--- config.mk ---
export PLATFORM = sky130hd
export DESIGN_NAME = rfcol_interleaver
export DESIGN_NICKNAME = d
export VERILOG_FILES = /design/src/rtl/rfcol_pkg.sv /design/src/rtl/rfcol_cfg_check.sv /design/src/rtl/rfcol_addr_gen.sv /design/src/rtl/rfcol_buf.sv /design/src/rtl/rfcol_interleaver.sv
export SDC_FILE = /design/constraint.sdc
export NUM_CORES = 2
export LEC_CHECK = 0
export ABC_AREA = 1
export BUFFER_PORTS_ARGS = -buffer_cell sky130_fd_sc_hd__buf_4
export CORE_MARGIN = 2
export CORE_UTILIZATION = 30
export CTS_BUF_LIST = sky130_fd_sc_hd__clkbuf_16
export DETAILED_ROUTE_END_ITERATION = 8
export HOLD_SLACK_MARGIN = 0.15
export MAX_ROUTING_LAYER = met4
export PLACE_DENSITY = 0.55
export SLEW_MARGIN = 20
export SYNTH_ARGS = -nofsm -noshare
export SYNTH_HDL_FRONTEND = slang
export SYNTH_SLANG_ARGS = --single-unit
--- constraint.sdc ---
create_clock -name clk -period 5.7 [get_ports clk]
set_input_delay 0 -clock clk [delete_from_list [all_inputs] [get_ports clk]]
set_output_delay 0 -clock clk [all_outputs]
set_load 0.05 [all_outputs]
--- src/rtl/rfcol_pkg.sv ---
`timescale 1ns/1ps
package rfcol_pkg;
   localparam logic [1:0] DIR_FWD = 2'b01;
   localparam logic [1:0] DIR_INV = 2'b11;

   typedef struct packed {
      logic [1:0] lc;   // log2 of column count
      logic       inv;  // 1: inverse direction
   } rfcol_mode_t;

   // bit reversal of a column slot over lc bits (lc <= 3)
   function automatic logic [2:0] col_rev(input logic [2:0] p, input logic [1:0] lc);
      logic [2:0] r;
      r = {p[0], p[1], p[2]};
      return r >> (2'd3 - lc);
   endfunction
endpackage

--- src/rtl/rfcol_cfg_check.sv ---
`timescale 1ns/1ps
module rfcol_cfg_check
   import rfcol_pkg::*;
#(
   parameter int MAX_LEN = 64,
   parameter int LEN_W   = $clog2(MAX_LEN + 1)
) (
   input  logic [6:0]       span,
   input  logic [1:0]       dir,
   input  logic [LEN_W-1:0] len,
   output rfcol_mode_t      mode,
   output logic             ok
);
   logic       span_ok;
   logic       dir_ok;
   logic       len_ok;
   logic [2:0] col_mask;

   always_comb begin
      span_ok = 1'b1;
      mode.lc = 2'd0;
      case (span)
         7'd10:   mode.lc = 2'd0;
         7'd20:   mode.lc = 2'd1;
         7'd40:   mode.lc = 2'd2;
         7'd80:   mode.lc = 2'd3;
         default: span_ok = 1'b0;
      endcase
      mode.inv = (dir == DIR_INV);
      dir_ok   = (dir == DIR_FWD) || (dir == DIR_INV);
      col_mask = 3'((4'd1 << mode.lc) - 4'd1);
      len_ok   = (len != '0) && (int'(len) <= MAX_LEN) && ((len[2:0] & col_mask) == 3'd0);
      ok       = span_ok && dir_ok && len_ok;
   end
endmodule

--- src/rtl/rfcol_addr_gen.sv ---
`timescale 1ns/1ps
module rfcol_addr_gen
   import rfcol_pkg::*;
#(
   parameter int MAX_LEN = 64,
   parameter int LEN_W   = $clog2(MAX_LEN + 1),
   parameter int AW      = $clog2(MAX_LEN)
) (
   input  logic             clk,
   input  logic             rst_n,
   input  rfcol_mode_t      mode,
   input  logic [LEN_W-1:0] len,
   input  logic             step,
   output logic [AW-1:0]    addr,
   output logic             last
);
   logic [LEN_W-1:0] outer, inner;
   logic [LEN_W-1:0] rows, cols, outer_lim, inner_lim;
   logic [LEN_W-1:0] a_fwd, a_inv, a_sel;
   logic             inner_end;

   assign rows      = len >> mode.lc;
   assign cols      = LEN_W'(1) << mode.lc;
   assign outer_lim = mode.inv ? rows : cols;
   assign inner_lim = mode.inv ? cols : rows;
   assign inner_end = (inner == inner_lim - 1'b1);
   assign last      = inner_end && (outer == outer_lim - 1'b1);

   // forward: outer = column slot, inner = row
   assign a_fwd = LEN_W'(inner << mode.lc) + LEN_W'(col_rev(outer[2:0], mode.lc));
   // inverse: outer = row, inner = column slot
   assign a_inv = LEN_W'(rows * LEN_W'(col_rev(inner[2:0], mode.lc))) + outer;
   assign a_sel = mode.inv ? a_inv : a_fwd;
   assign addr  = a_sel[AW-1:0];

   always_ff @(posedge clk or negedge rst_n) begin
      if (!rst_n) begin
         outer <= '0;
         inner <= '0;
      end else if (step) begin
         if (inner_end) begin
            inner <= '0;
            outer <= last ? '0 : outer + 1'b1;
         end else begin
            inner <= inner + 1'b1;
         end
      end
   end
endmodule

--- src/rtl/rfcol_buf.sv ---
`timescale 1ns/1ps
module rfcol_buf #(
   parameter int DATA_W = 8,
   parameter int DEPTH  = 64,
   parameter int AW     = $clog2(DEPTH)
) (
   input  logic              clk,
   input  logic              we,
   input  logic              wr_half,
   input  logic [AW-1:0]     wr_addr,
   input  logic [DATA_W-1:0] wr_data,
   input  logic              rd_half,
   input  logic [AW-1:0]     rd_addr,
   output logic [DATA_W-1:0] rd_data
);
   logic [DATA_W-1:0] half_q [2];

   for (genvar h = 0; h < 2; h++) begin : g_half
      logic [DATA_W-1:0] mem [DEPTH];
      always_ff @(posedge clk) begin
         if (we && (wr_half == 1'(h))) mem[wr_addr] <= wr_data;
      end
      assign half_q[h] = mem[rd_addr];
   end

   assign rd_data = half_q[rd_half];
endmodule

--- src/rtl/rfcol_interleaver.sv ---
`timescale 1ns/1ps
module rfcol_interleaver
   import rfcol_pkg::*;
#(
   parameter int DATA_W  = 8,
   parameter int MAX_LEN = 64,
   localparam int LEN_W  = $clog2(MAX_LEN + 1),
   localparam int AW     = $clog2(MAX_LEN)
) (
   input  logic              clk,
   input  logic              rst_n,
   input  logic [6:0]        cfg_span,
   input  logic [1:0]        cfg_dir,
   input  logic [LEN_W-1:0]  cfg_len,
   input  logic              in_valid,
   output logic              in_ready,
   input  logic [DATA_W-1:0] in_data,
   output logic              out_valid,
   input  logic              out_ready,
   output logic [DATA_W-1:0] out_data,
   output logic              out_last,
   output logic              cfg_error
);
   if (MAX_LEN < 8 || (MAX_LEN % 8) != 0) begin : g_chk_len
      $error("MAX_LEN must be a positive multiple of 8");
   end
   if (DATA_W < 1) begin : g_chk_w
      $error("DATA_W must be at least 1");
   end

   rfcol_mode_t      port_mode;
   logic             port_ok;
   rfcol_mode_t      mode_q [2];
   logic [LEN_W-1:0] len_q  [2];
   logic [1:0]       half_full;
   logic             wr_half, rd_half;
   logic [LEN_W-1:0] wr_idx, wr_len;
   logic             accept, first, drop, we, done, pop;
   logic [AW-1:0]    rd_addr;
   logic             blk_last;

   rfcol_cfg_check #(.MAX_LEN(MAX_LEN), .LEN_W(LEN_W)) u_cfg (
      .span(cfg_span), .dir(cfg_dir), .len(cfg_len), .mode(port_mode), .ok(port_ok)
   );

   assign in_ready = !half_full[wr_half];
   assign accept   = in_valid && in_ready;
   assign first    = (wr_idx == '0);
   assign drop     = accept && first && !port_ok;
   assign we       = accept && !drop;
   assign wr_len   = first ? cfg_len : len_q[wr_half];
   assign done     = we && (wr_idx == wr_len - 1'b1);

   assign out_valid = half_full[rd_half];
   assign pop       = out_valid && out_ready;
   assign out_last  = out_valid && blk_last;

   always_ff @(posedge clk or negedge rst_n) begin
      if (!rst_n) begin
         wr_half   <= 1'b0;
         rd_half   <= 1'b0;
         wr_idx    <= '0;
         half_full <= '0;
         cfg_error <= 1'b0;
         for (int h = 0; h < 2; h++) begin
            mode_q[h] <= '0;
            len_q[h]  <= '0;
         end
      end else begin
         if (drop) cfg_error <= 1'b1;
         if (we && first) begin
            mode_q[wr_half] <= port_mode;
            len_q[wr_half]  <= cfg_len;
         end
         if (we) wr_idx <= done ? '0 : wr_idx + 1'b1;
         if (done) begin
            half_full[wr_half] <= 1'b1;
            wr_half            <= !wr_half;
         end
         if (pop && blk_last) begin
            half_full[rd_half] <= 1'b0;
            rd_half            <= !rd_half;
         end
      end
   end

   rfcol_addr_gen #(.MAX_LEN(MAX_LEN), .LEN_W(LEN_W), .AW(AW)) u_agen (
      .clk(clk), .rst_n(rst_n), .mode(mode_q[rd_half]), .len(len_q[rd_half]),
      .step(pop), .addr(rd_addr), .last(blk_last)
   );

   rfcol_buf #(.DATA_W(DATA_W), .DEPTH(MAX_LEN), .AW(AW)) u_buf (
      .clk(clk), .we(we), .wr_half(wr_half), .wr_addr(wr_idx[AW-1:0]), .wr_data(in_data),
      .rd_half(rd_half), .rd_addr(rd_addr), .rd_data(out_data)
   );
endmodule

==> impl_metrics.py <==
metrics = {
    "logic_synthesis": {
        "postSynthCellCount": 4842,
        "ys_warn_count": 0,
        "post_synth_num_cell_types": 44,
        "synthesis.area_um2": 48600,
        "synth_edf_count": 1024,
        "ys_seq_area_share_pct": 65.6,
        "synthFlopType": "edfxtp_1",
        "avgSynthCellArea_um2": 10.0,
        "synth.net_count": 4894,
        "ys_ff_latch": 1070,
        "async_flop_share_pct": 4.30,
    },
    "status": {
        "status": "complete, no violations",
    },
    "timing": {
        "max_freq_mhz": 181,
        "tightest_slew_ns": 1.29,
        "finalSetupViolCount": 0,
        "finalHoldViolations": 0,
        "fin_worst_skew_ns": 0.0321,
        "slew_headroom_pct": 13.6,
        "setup_tns_ns": 0,
        "fin_crit_ns": 5.53,
        "slew_viol_final": 0,
        "worst_slack_ns": 0.167,
        "finalCritPeriodShare_pct": 97.1,
    },
    "setup_path": {
        "cp-start-kind": "register",
        "critPathArrivalTime_ns": 5.53,
        "endpoint_kind": "output pin",
        "cp.required_ns": 5.70,
        "crit_path_max_fanout": 14,
        "timing_worst_setup_path_type": "register to output pin",
    },
    "die": {
        "die_h_um": 406,
        "num_io_pins": 40,
        "placementRows": 147,
        "die-width_um": 406,
        "core_um2": 161000,
        "dieArea_um2": 165000,
        "initial_core_util_pct": 30.2,
    },
    "clock_network": {
        "clkLatencyLatePin_ns": 0.75,
        "cts_root_buffer": "clkbuf_16",
        "cts_buffers": 111,
        "cts_sinks": 1070,
        "cts_tree": "done",
        "clockBufferDepth": 3,
        "htreeDepth": 3,
        "cts.clk_slew.worst_paths_ns": 0.06,
    },
    "finish": {
        "final_area_um2": 56200,
        "fillCellCount": 16139,
        "regArea_um2": 31900,
        "final_nets": 4931,
        "multiInputGateArea_um2": 14100,
        "drive_gt1_share_pct": 9.35,
        "syn2layout_area_growth_pct": 15.6,
    },
    "detailed_routing": {
        "num_vias": 34240,
        "drtAntennaViolNets": 0,
        "drt_pass1_iterations": 6,
        "initialDrtViolationCount": 3707,
        "routed_wl_um": 144000,
        "routedWlPerCell_um": 20.2,
        "via_per_inst": 4.80,
        "drc": 0,
    },
    "power_and_ir_drop": {
        "p_total_uw": 27500,
        "p_leak_uw": 0.0219,
        "power.density_nw_per_um2": 490,
        "vdd_drop_max_mv": 0.504,
    },
    "place": {
        "dp_slack_ns": 0.170,
        "post-dp-hpwl_um": 85100,
        "io_buffer_count": 39,
        "place_area_um2": 51300,
        "gp_congestion": 0.909,
    },
    "global_route": {
        "grt_use_total_pct": 17.4,
        "grt_pass1_wl_um": 212000,
        "grt_max_degree": 84,
        "grt.overflow.total": 0,
        "antenna_found_initial": 2,
        "grt_pass1_vias": 32965,
    },
    "job": {
        "drv_cap": 0,
    },
    "worst_hold_path": {
        "hold_path.class": "input pin to register",
    },
}
==> cell families (layout without fill, tap and decap cells) <==
family | Yosys count | count (layout) | synth area share, %
other | 0 | 1 | 0
DFF | 1070 | 1070 | 65.6
buffers and inverters | 724 | 853 | 6.27
adders and majority gates | 24 | 24 | 0.726
AOI/OAI and AO/OA | 537 | 537 | 5.89
xor gates and xnor gates | 24 | 24 | 0.433
and+or+nand+nor | 2463 | 2464 | 21.0
==> through the flow <==
stage / instances / hold slack, ns / util (%)
after floorplan: 4842 / -0.296 / -
after CTS: 7104 / 0.262 / 34.5
final: 7133 / 0.334 / 35.0
after global routing: 7132 / 0.357 / 35.0
after detailed placement: 6851 / 0.0609 / 31.9
after global placement: 6851 / 0.0581 / 31.9
==> synth_stat cells (7+ instances only) <==
library cell | n | area share (%)
buf_2 | 148 | 1.5
o22ai_1 | 19 | 0.24
edfxtp_1 | 1024 | 63
nand3_1 | 400 | 4.1
nand3b_1 | 33 | 0.51
inv_1 | 442 | 3.4
clkbuf_1 | 87 | 0.67
nand2_1 | 1540 | 12
nand4_1 | 21 | 0.27
inv_2 | 15 | 0.12
fa_1 | 7 | 0.29
xor2_1 | 20 | 0.36
a21oi_1 | 110 | 1.1
buf_4 | 10 | 0.15
nor3_1 | 16 | 0.16
nand3_2 | 14 | 0.29
nand2_2 | 21 | 0.27
buf_1 | 7 | 0.054
nor2_1 | 385 | 3.0
o21ai_0 | 278 | 2.9
dfrtp_1 | 46 | 2.4
o21ai_1 | 83 | 0.85
ha_1 | 17 | 0.44
o21ai_2 | 8 | 0.14
buf_6 | 13 | 0.30
o21bai_1 | 8 | 0.12
nor2_2 | 10 | 0.13
o211ai_1 | 24 | 0.37
or2_2 | 11 | 0.14
==> per-layer routing <==
layer,share of wire [%],up-vias,track usage [%]
met5,0,-,-
met4,3.5,0,6.54
met3,5.7,255,2.22
met2,48,1091,28.1
met1,43,16690,22.4
li1,-,16204,-
==> worst max-delay path, stage by stage (launching register included) <==
cell	delay (ns)
dfrtp_2	0.46
buf_12	0.17
o21ai_4	0.28
buf_6	0.17
nand2_1	0.11
nand2_2	0.13
nand2_1	0.08
fa_1	0.51
inv_1	0.05
fa_1	0.51
inv_1	0.06
fa_1	0.49
o21ai_4	0.17
buf_12	0.18
clkinv_16	0.13
buf_16	0.18
nand3_1	0.10
nand2_2	0.11
nand3_1	0.10
nand3_1	0.17
nand3_2	0.15
nand3_1	0.14
nand2_4	0.15
buf_6	0.17
==> worst paths after layout <==
kind                                        from                                   end  slack, ns  cells past startpoint
setup / recovery             rd_half$_DFFE_PN0P_                           out_data[3]       0.17                     23
setup reg to reg           wr_idx[0]$_DFFE_PN0N_  u_buf.g_half[0].mem[24][5]$_DFFE_PP_       1.69                     12
min in group asynchronous                  rst_n                  len_q[3]$_DFFE_PN0P_       0.34                      4
hold reg to reg            cfg_error$_DFFE_PN0P_                 cfg_error$_DFFE_PN0P_       0.49                      2
hold / removal                       cfg_span[1]                 mode_q[5]$_DFFE_PN0P_       0.33                      7
max in group asynchronous                  rst_n           u_agen.outer[2]$_DFFE_PN0P_       5.11                      4
==> report_power, final <==
| group | internal [µW] | total, µW | switching [µW] |
|---|---|---|---|
| registers | 8680 | 8820 | 145 |
| clock network | 3910 | 7060 | 3150 |
| logic | 3400 | 11600 | 8240 |
==> flip-flops by register name, indices dropped and copies added, names as in the netlist <==
signal / flops
u_buf.g_half.mem: 1024
u_agen.outer: 7
mode_q: 6
len_q: 14
wr_half: 1
rd_half: 1
half_full: 2
cfg_error: 1
wr_idx: 7
u_agen.inner: 7
==> placed cells by master (no fill, tap or decap), drive strengths merged, types with 17 or more instances in the layout <==
master and instances:
nand4 21, o211ai 24, nand3 415, clkbuf 119, dfrtp 46, dlygate4sd3 40
nand2 1565, edfxtp 1024, nor2 398, nor3 18, a21oi 110, inv 487
clkinv 54, nand3b 33, o22ai 19, ha 17, xor2 20, buf 140
o21ai 372
==> area by class of cell <==
| class | count | area share [%] |
|---|---|---|
| antenna | 1 | 0.00445 |
| clock buffer | 111 | 4.94 |
| clock inverter | 95 | 1.30 |
| inverter | 458 | 3.14 |
| multi-input combinational | 3049 | 25.1 |
| sequential | 1070 | 56.8 |
| tap | 2160 | 4.81 |
| timing repair buffer | 188 | 3.96 |
| timing repair inverter | 1 | 0.0200 |
==> what timing repair did <==
| item | in CTS | in global routing |
|---|---|---|
| gates resized for setup | 34 | 77 |
| cloned | 1 | 11 |
| endpoints found under the setup margin | 8 | 8 |
| buffers inserted | 6 | 17 |
| hold endpoints to repair | 627 | 0 |
| pin swaps | 4 | 9 |
| hold buffers | 41 | 0 |
(Power assumes the default switching activity.)
